<file path="src/rtl/perf_pkg.sv">
package perf_pkg;

  localparam int ADDR_W = 4;
  localparam int DATA_W = 32;
  localparam int IDX_W  = 16;
  localparam int CTL_EN_BIT   = 0;
  localparam int CTL_SNAP_BIT = 1;
  localparam logic [7:0] BUILD_VERSION = 8'h01;

  typedef enum logic [ADDR_W-1:0] {
    RA_CTR_IDX    = 4'd0,
    RA_CTL        = 4'd1,
    RA_CFG        = 4'd2,
    RA_CNT_LO     = 4'd3,
    RA_CNT_HI     = 4'd4,
    RA_SNAP_LO    = 4'd5,
    RA_SNAP_HI    = 4'd6,
    RA_CTR_BUILD  = 4'd7,
    RA_COND_IDX   = 4'd8,
    RA_NAME_A     = 4'd9,
    RA_NAME_B     = 4'd10,
    RA_COND_BUILD = 4'd11,
    RA_NONE_C     = 4'd12,
    RA_NONE_D     = 4'd13,
    RA_NONE_E     = 4'd14,
    RA_NONE_F     = 4'd15
  } regAddr_e;

  // strobes from control to datapath, already qualified by a valid index
  typedef struct packed {
    logic wrCfg;
    logic wrLo;
    logic wrHi;
    logic takeSnap;
  } dpStrobe_t;

  function automatic logic [7:0] hexAscii(input logic [3:0] nib);
    if (nib < 4'd10) hexAscii = 8'h30 + {4'b0, nib};
    else             hexAscii = 8'h37 + {4'b0, nib};
  endfunction

endpackage

</file>
<file path="src/rtl/perf_ctl.sv">
module perf_ctl
  import perf_pkg::*;
#(
  parameter int NUM_CTR  = 4,
  parameter int NUM_COND = 8,
  parameter int SIZE_SEL = 1,
  parameter int CW       = 3,
  parameter int W        = 48
) (
  input  logic              clk,
  input  logic              rst_n,
  input  logic [ADDR_W-1:0] addr,
  input  logic              wrEn,
  input  logic [DATA_W-1:0] wdata,
  output logic [DATA_W-1:0] rdata,
  output logic [IDX_W-1:0]  ctrIdx,
  output logic              globalEn,
  output dpStrobe_t         strobe,
  input  logic [CW-1:0]     selCfg,
  input  logic [W-1:0]      selCnt,
  input  logic [W-1:0]      snapVal
);

  localparam logic [IDX_W-1:0] NUM_CTR_V  = IDX_W'(NUM_CTR);
  localparam logic [IDX_W-1:0] NUM_COND_V = IDX_W'(NUM_COND);
  localparam logic [DATA_W-1:0] CTR_BUILD_WORD =
    {14'b0, 2'(SIZE_SEL), 8'(NUM_CTR), BUILD_VERSION};
  localparam logic [DATA_W-1:0] COND_BUILD_WORD =
    {16'b0, 8'(NUM_COND), BUILD_VERSION};

  regAddr_e    regSel;
  logic [IDX_W-1:0] condIdx;
  logic [15:0] ctlHi;
  logic        ctrValid;
  logic        condValid;
  logic [63:0] nameWord;

  assign regSel    = regAddr_e'(addr);
  assign ctrValid  = ctrIdx < NUM_CTR_V;
  assign condValid = condIdx < NUM_COND_V;

  function automatic logic [63:0] condName(input logic [IDX_W-1:0] j);
    logic [7:0] ch [8];
    if (j == '0) begin
      ch = '{8'h4E, 8'h45, 8'h56, 8'h45, 8'h52, 8'h20, 8'h20, 8'h20};
    end else begin
      ch[0] = 8'h45;
      ch[1] = 8'h56;
      ch[2] = 8'h4E;
      ch[3] = 8'h54;
      ch[4] = hexAscii(j[15:12]);
      ch[5] = hexAscii(j[11:8]);
      ch[6] = hexAscii(j[7:4]);
      ch[7] = hexAscii(j[3:0]);
    end
    for (int k = 0; k < 8; k++) condName[8*k +: 8] = ch[k];
  endfunction

  assign nameWord = condName(condIdx);

  always_ff @(posedge clk or negedge rst_n) begin
    if (!rst_n) begin
      ctrIdx   <= '0;
      condIdx  <= '0;
      globalEn <= 1'b0;
      ctlHi    <= '0;
    end else if (wrEn) begin
      case (regSel)
        RA_CTR_IDX:  ctrIdx <= wdata[IDX_W-1:0];
        RA_COND_IDX: condIdx <= wdata[IDX_W-1:0];
        RA_CTL: begin
          globalEn <= wdata[CTL_EN_BIT];
          ctlHi    <= wdata[31:16];
        end
        default: ;
      endcase
    end
  end

  always_comb begin
    strobe          = '0;
    strobe.wrCfg    = wrEn && ctrValid && (regSel == RA_CFG);
    strobe.wrLo     = wrEn && ctrValid && (regSel == RA_CNT_LO);
    strobe.wrHi     = wrEn && ctrValid && (regSel == RA_CNT_HI);
    strobe.takeSnap = wrEn && ctrValid && (regSel == RA_CTL) && wdata[CTL_SNAP_BIT];
  end

  always_comb begin
    rdata = '0;
    case (regSel)
      RA_CTR_IDX:    rdata = DATA_W'(ctrIdx);
      RA_CTL:        rdata = {ctlHi, 15'b0, globalEn};
      RA_CFG:        rdata = ctrValid ? DATA_W'(selCfg) : '0;
      RA_CNT_LO:     rdata = ctrValid ? selCnt[31:0] : '0;
      RA_CNT_HI:     rdata = ctrValid ? DATA_W'(selCnt[W-1:32]) : '0;
      RA_SNAP_LO:    rdata = ctrValid ? snapVal[31:0] : '0;
      RA_SNAP_HI:    rdata = ctrValid ? DATA_W'(snapVal[W-1:32]) : '0;
      RA_CTR_BUILD:  rdata = CTR_BUILD_WORD;
      RA_COND_IDX:   rdata = DATA_W'(condIdx);
      RA_NAME_A:     rdata = condValid ? nameWord[31:0] : '0;
      RA_NAME_B:     rdata = condValid ? nameWord[63:32] : '0;
      RA_COND_BUILD: rdata = COND_BUILD_WORD;
      default:       rdata = '0;
    endcase
  end

endmodule

</file>
<file path="src/rtl/perf_dp.sv">
module perf_dp
  import perf_pkg::*;
#(
  parameter int NUM_CTR  = 4,
  parameter int NUM_COND = 8,
  parameter int CW       = 3,
  parameter int W        = 48
) (
  input  logic                 clk,
  input  logic                 rst_n,
  input  dpStrobe_t            strobe,
  input  logic [IDX_W-1:0]     ctrIdx,
  input  logic [DATA_W-1:0]    wdata,
  input  logic [NUM_COND-1:0]  evt,
  input  logic                 globalEn,
  output logic [CW-1:0]        selCfg,
  output logic [W-1:0]         selCnt,
  output logic [W-1:0]         snapVal,
  output logic [NUM_CTR*W-1:0] cntFlat
);

  localparam int HIW = W - 32;
  localparam logic [CW:0] NUM_COND_V = (CW+1)'(NUM_COND);

  logic [W-1:0]  cntArr [NUM_CTR];
  logic [CW-1:0] cfgArr [NUM_CTR];

  for (genvar i = 0; i < NUM_CTR; i++) begin : g_ctr
    logic [CW-1:0] cfgQ;
    logic [W-1:0]  cntQ;
    logic          hit;
    logic          evtSel;
    logic          bump;

    assign hit    = (ctrIdx == IDX_W'(i));
    assign evtSel = ({1'b0, cfgQ} < NUM_COND_V) ? evt[cfgQ] : 1'b0;
    assign bump   = globalEn && (cfgQ != '0) && evtSel;

    always_ff @(posedge clk or negedge rst_n) begin
      if (!rst_n) begin
        cfgQ <= '0;
        cntQ <= '0;
      end else begin
        if (strobe.wrCfg && hit) cfgQ <= wdata[CW-1:0];
        if ((strobe.wrLo || strobe.wrHi) && hit) begin
          if (strobe.wrLo) cntQ[31:0]  <= wdata;
          if (strobe.wrHi) cntQ[W-1:32] <= wdata[HIW-1:0];
        end else if (bump) begin
          cntQ <= cntQ + W'(1);
        end
      end
    end

    assign cntArr[i]           = cntQ;
    assign cfgArr[i]           = cfgQ;
    assign cntFlat[i*W +: W]   = cntQ;
  end

  always_comb begin
    selCnt = '0;
    selCfg = '0;
    for (int k = 0; k < NUM_CTR; k++) begin
      if (ctrIdx == IDX_W'(k)) begin
        selCnt = cntArr[k];
        selCfg = cfgArr[k];
      end
    end
  end

  always_ff @(posedge clk or negedge rst_n) begin
    if (!rst_n)               snapVal <= '0;
    else if (strobe.takeSnap) snapVal <= selCnt;
  end

endmodule

</file>
<file path="src/rtl/perf_ctr_bank.sv">
module perf_ctr_bank
  import perf_pkg::*;
#(
  parameter int NUM_CTR  = 4,
  parameter int NUM_COND = 8,
  parameter int SIZE_SEL = 1
) (
  input  logic                clk,
  input  logic                rst_n,
  input  logic [ADDR_W-1:0]   addr,
  input  logic                wr_en,
  input  logic [DATA_W-1:0]   wdata,
  output logic [DATA_W-1:0]   rdata,
  input  logic [NUM_COND-1:0] evt
);

  localparam int W  = 32 + 16 * SIZE_SEL;
  localparam int CW = (NUM_COND > 1) ? $clog2(NUM_COND) : 1;

  dpStrobe_t            strobe;
  logic [IDX_W-1:0]     ctrIdx;
  logic                 globalEn;
  logic [CW-1:0]        selCfg;
  logic [W-1:0]         selCnt;
  logic [W-1:0]         snapVal;
  logic [NUM_CTR*W-1:0] cntFlat;

  perf_ctl #(
    .NUM_CTR(NUM_CTR), .NUM_COND(NUM_COND), .SIZE_SEL(SIZE_SEL), .CW(CW), .W(W)
  ) u_ctl (
    .clk(clk), .rst_n(rst_n), .addr(addr), .wrEn(wr_en), .wdata(wdata),
    .rdata(rdata), .ctrIdx(ctrIdx), .globalEn(globalEn), .strobe(strobe),
    .selCfg(selCfg), .selCnt(selCnt), .snapVal(snapVal)
  );

  perf_dp #(
    .NUM_CTR(NUM_CTR), .NUM_COND(NUM_COND), .CW(CW), .W(W)
  ) u_dp (
    .clk(clk), .rst_n(rst_n), .strobe(strobe), .ctrIdx(ctrIdx), .wdata(wdata),
    .evt(evt), .globalEn(globalEn), .selCfg(selCfg), .selCnt(selCnt),
    .snapVal(snapVal), .cntFlat(cntFlat)
  );

endmodule

</file>
<file path="config.mk">
export PLATFORM = sky130hd
export DESIGN_NAME = perf_ctr_bank
export DESIGN_NICKNAME = d
export VERILOG_FILES = /design/src/rtl/perf_pkg.sv /design/src/rtl/perf_ctl.sv /design/src/rtl/perf_dp.sv /design/src/rtl/perf_ctr_bank.sv
export SDC_FILE = /design/constraint.sdc
export NUM_CORES = 1
export LEC_CHECK = 0
export BUFFER_PORTS_ARGS = -buffer_cell sky130_fd_sc_hd__buf_4
export CELL_PAD_IN_SITES_DETAIL_PLACEMENT = 1
export CELL_PAD_IN_SITES_GLOBAL_PLACEMENT = 1
export CORE_ASPECT_RATIO = 2
export CORE_MARGIN = 4
export CORE_UTILIZATION = 54
export CTS_BUF_LIST = sky130_fd_sc_hd__clkbuf_2 sky130_fd_sc_hd__clkbuf_4 sky130_fd_sc_hd__clkbuf_8
export DETAILED_ROUTE_END_ITERATION = 6
export GPL_TIMING_DRIVEN = 1
export PLACE_DENSITY_LB_ADDON = 0.1
export REMOVE_ABC_BUFFERS = 1
export SLEW_MARGIN = 15
export SYNTH_ARGS = -nofsm -noshare
export SYNTH_HDL_FRONTEND = slang
export SYNTH_SLANG_ARGS = --single-unit
</file>
<file path="constraint.sdc">
create_clock -name clk -period 4.06 [get_ports clk]
set_input_delay 0.609 -clock clk [delete_from_list [all_inputs] [get_ports clk]]
set_output_delay 0.609 -clock clk [all_outputs]
set_load 0.01 [all_outputs]
</file>
==> impl_metrics.ini <==
[global_routing]
grt_pass1_wl_um = 134100
grt_pass1_vias = 21590
antenna_found_initial = 3
grt_util_all_layers = 0.4610
grt_max_degree = 110
overflow = 0

[cts]
cts_tree = yes
clockRootBuffer = clkbuf_8
clk_path_buf_depth = 3
insertion_delay_ps = 630
h-tree-depth = 2
ctsHoldBuffers = 0
cts.sinks = 301
clk_pin_slew_ps = 70
post-cts-setup-buffers = 0
post_cts.resized_instances = 0
cts_made_buffers = 48

[layout]
register_area_mm2 = 0.007537
syn_to_final_growth_pct = 11.78
multi_input_area_mm2 = 0.01098
fill_cells = 4145
stdcell_area_mm2 = 0.02151
drive_gt1_frac = 0.1813
nNetsFinal = 2293

[logic_synthesis]
syn_area_per_cell_um2 = 8.698
synth-seq-cells = 301
yosysTopAreaCell = dfrtp_1
async_flop_share = 1.000
syn_area_mm2 = 0.01924
synth_cell_types = 70
synth_most_common_cell = a21oi_1
ys_warn_count = 0
synthTopCellsByArea = dfrtp_1, a21oi_1, mux4_2
seq_area_frac_synth = 0.3915
synthFlopType = dfrtp_1
synth-edff-count = 0
synthTopCellsByCount = a21oi_1, dfrtp_1, nand2_1
synth_top_cell_area_share = 0.3915
syn_inst = 2212

[worst_setup_path]
required_ps = 3450
endpoint_kind = output pin
rr_startpoint = u_ctl.ctrIdx[1]$_DFFE_PN0P_
critPathLaunchType = register
critPathArrivalTime_ps = 3340
cp_max_fo = 24
r2r_end = u_dp.g_ctr[1].cntQ[42]$_DFFE_PN0P_
reg2regPathDepth = 7
criticalPathCategory = reg -> out
rrSetupSlack_ps = 600

[sta]
tightest_slew_ps = 1146
fmax_mhz = 253.5
finClkSkew_ps = 32.03
fin_crit_ps = 3945
setup_viol = 0
rsz0062_at_grt = no
finalHoldViolations = 0
period_share = 0.9718
finalMaxSlewViolations = 0
slew_headroom = 0.2300

[placed_design]
post_dp_cell_area_mm2 = 0.02037
numPortBuffers = 77
dp_hpwl_um = 65480
gp_congestion = 0.9965

[pwr]
p_clk_frac = 0.404
combPwrFrac = 0.140
peakVddDrop_mv = 0.3363
leakage_nw = 8.817
p_int_mw = 5.251
p_sw_mw = 2.266
swShare = 0.3014
finalPower_mw = 7.517
power.share.sequential = 0.457
power.density_mw_per_mm2 = 349.5

[routing]
drt-initial-drc-count = 2060
num_vias = 20602
route.detailed.drc = 0
detail_route.wl_per_cell_um = 33.41
firstDrtPassIters = 6
antenna_left = 0
postRouteWirelength_um = 90900
via_per_inst = 7.571

[floorplan]
die_w_um = 141.5
num_rows = 97
coreArea_mm2 = 0.03507
start_util = 0.5485
die_h_um = 274.9
num_io_pins = 79
die_area_mm2 = 0.03890

[outcome]
status = finished, final reports clean

[job]
drv_cap = 0

[min_path]
hold_class = in -> async
## layout by cell type, fill, tap and decap left out, types with 9 or more instances in the layout
master and instances:
o32ai_1 16, and3_1 29, nand2b_1 13, dfrtp_1 299, nor3_1 22, o31ai_1 14, buf_4 138, a21o_1 16
nor2_1 72, a21boi_0 9, or3_1 10, nand2_1 291, a31oi_1 14, clkbuf_4 13, a221oi_1 12, and4_1 23
a22oi_1 25, o22ai_1 92, a21oi_1 326, clkbuf_8 65, o21ai_0 197, nand3_1 105, and2_1 24, inv_1 35
mux2i_1 15, mux4_2 55, nand4_1 63, mux2_2 78, nor4_1 12, o22a_1 9
## layout make-up
class	instances	share of cell area
timing repair buffer	147	0.05666
clock buffer	78	0.04613
multi-input combinational	1705	0.5106
inverter	35	0.006109
sequential	301	0.3505
tap	445	0.02589
antenna	4	0.0004654
clock inverter	6	0.003723
## cells by family after synthesis
group / share of synthesized area
compound gates: 0.2525
xor+xnor: 0.001366
fa+ha+maj: 0.005203
buf+inv: 0.04357
flops: 0.3915
mux: 0.1178
simple gates: 0.1880
## critical path: stages (launching register included)
cell and delay, ps:
dfrtp_1 430, nor4_1 430, and4_2 400, buf_4 320, and2_1 520, a222oi_1 160, o2111ai_1 270, buf_4 170
## layer usage
layer | wire length (µm) | up-vias | share of wire | GRT usage
li1 | - | 8455 | - | -
met1 | 28870 | 10273 | 0.32 | 0.4950
met2 | 43220 | 1347 | 0.48 | 0.7521
met3 | 8364 | 525 | 0.092 | 0.09341
met4 | 10430 | 2 | 0.11 | 0.4249
met5 | 13 | - | 0.00014 | 0
## power groups by stage
stage               Combinational (mW)  Sequential [mW]  Clock [mW]
finish                            1.05             3.43        3.03
global route                      1.11             3.44        3.15
CTS                               1.02             3.42        3.03
detailed placement                1.02             3.47           0
global placement                 0.973             3.45           0
floorplan                        0.521             3.40           0
## through the flow
| stage | hold WS [ps] | instances | worst slack (ps) | util | TNS [ps] |
|---|---|---|---|---|---|
| 4_1_cts | 118.1 | 2716 | 19.66 | 0.6115 | 0 |
| 2_1_floorplan | 313.4 | 2041 | -963.3 | - | -85480 |
| 5_1_grt | 125.7 | 2718 | 0.4283 | 0.6130 | 0 |
| 6_report | 59.76 | 2721 | 114.6 | 0.6132 | 0 |
| 3_3_place_gp | 461.2 | 2632 | 682.7 | 0.5809 | 0 |
| 3_5_place_dp | 471.0 | 2632 | 608.6 | 0.5809 | 0 |
## how the worst max path moves through the flow
stage	slack [ps]	from	endpoint	cells past startpoint
6_report	110	u_ctl.ctrIdx[14]$_DFFE_PN0P_	rdata[0]	7
5_1_grt	0.4	u_ctl.ctrIdx[6]$_DFFE_PN0P_	rdata[1]	7
4_1_cts	20	u_ctl.condIdx[4]$_DFFE_PN0P_	rdata[9]	9
3_5_place_dp	610	addr[1]	u_dp.g_ctr[1].cntQ[35]$_DFFE_PN0P_	8
3_3_place_gp	680	addr[3]	rdata[24]	7
2_1_floorplan	-960	u_ctl.ctrIdx[0]$_DFFE_PN0P_	u_dp.g_ctr[0].cntQ[2]$_DFFE_PN0P_	5
## registers in the layout, indices dropped and copies added (netlist names)
signal / flops
u_ctl.condIdx: 16
u_dp.snapVal: 48
u_ctl.ctrIdx: 16
u_ctl.ctlHi: 16
u_dp.g_ctr.cntQ: 192
u_ctl.globalEn: 1
u_dp.g_ctr.cfgQ: 12
(Power assumes the default switching activity.)
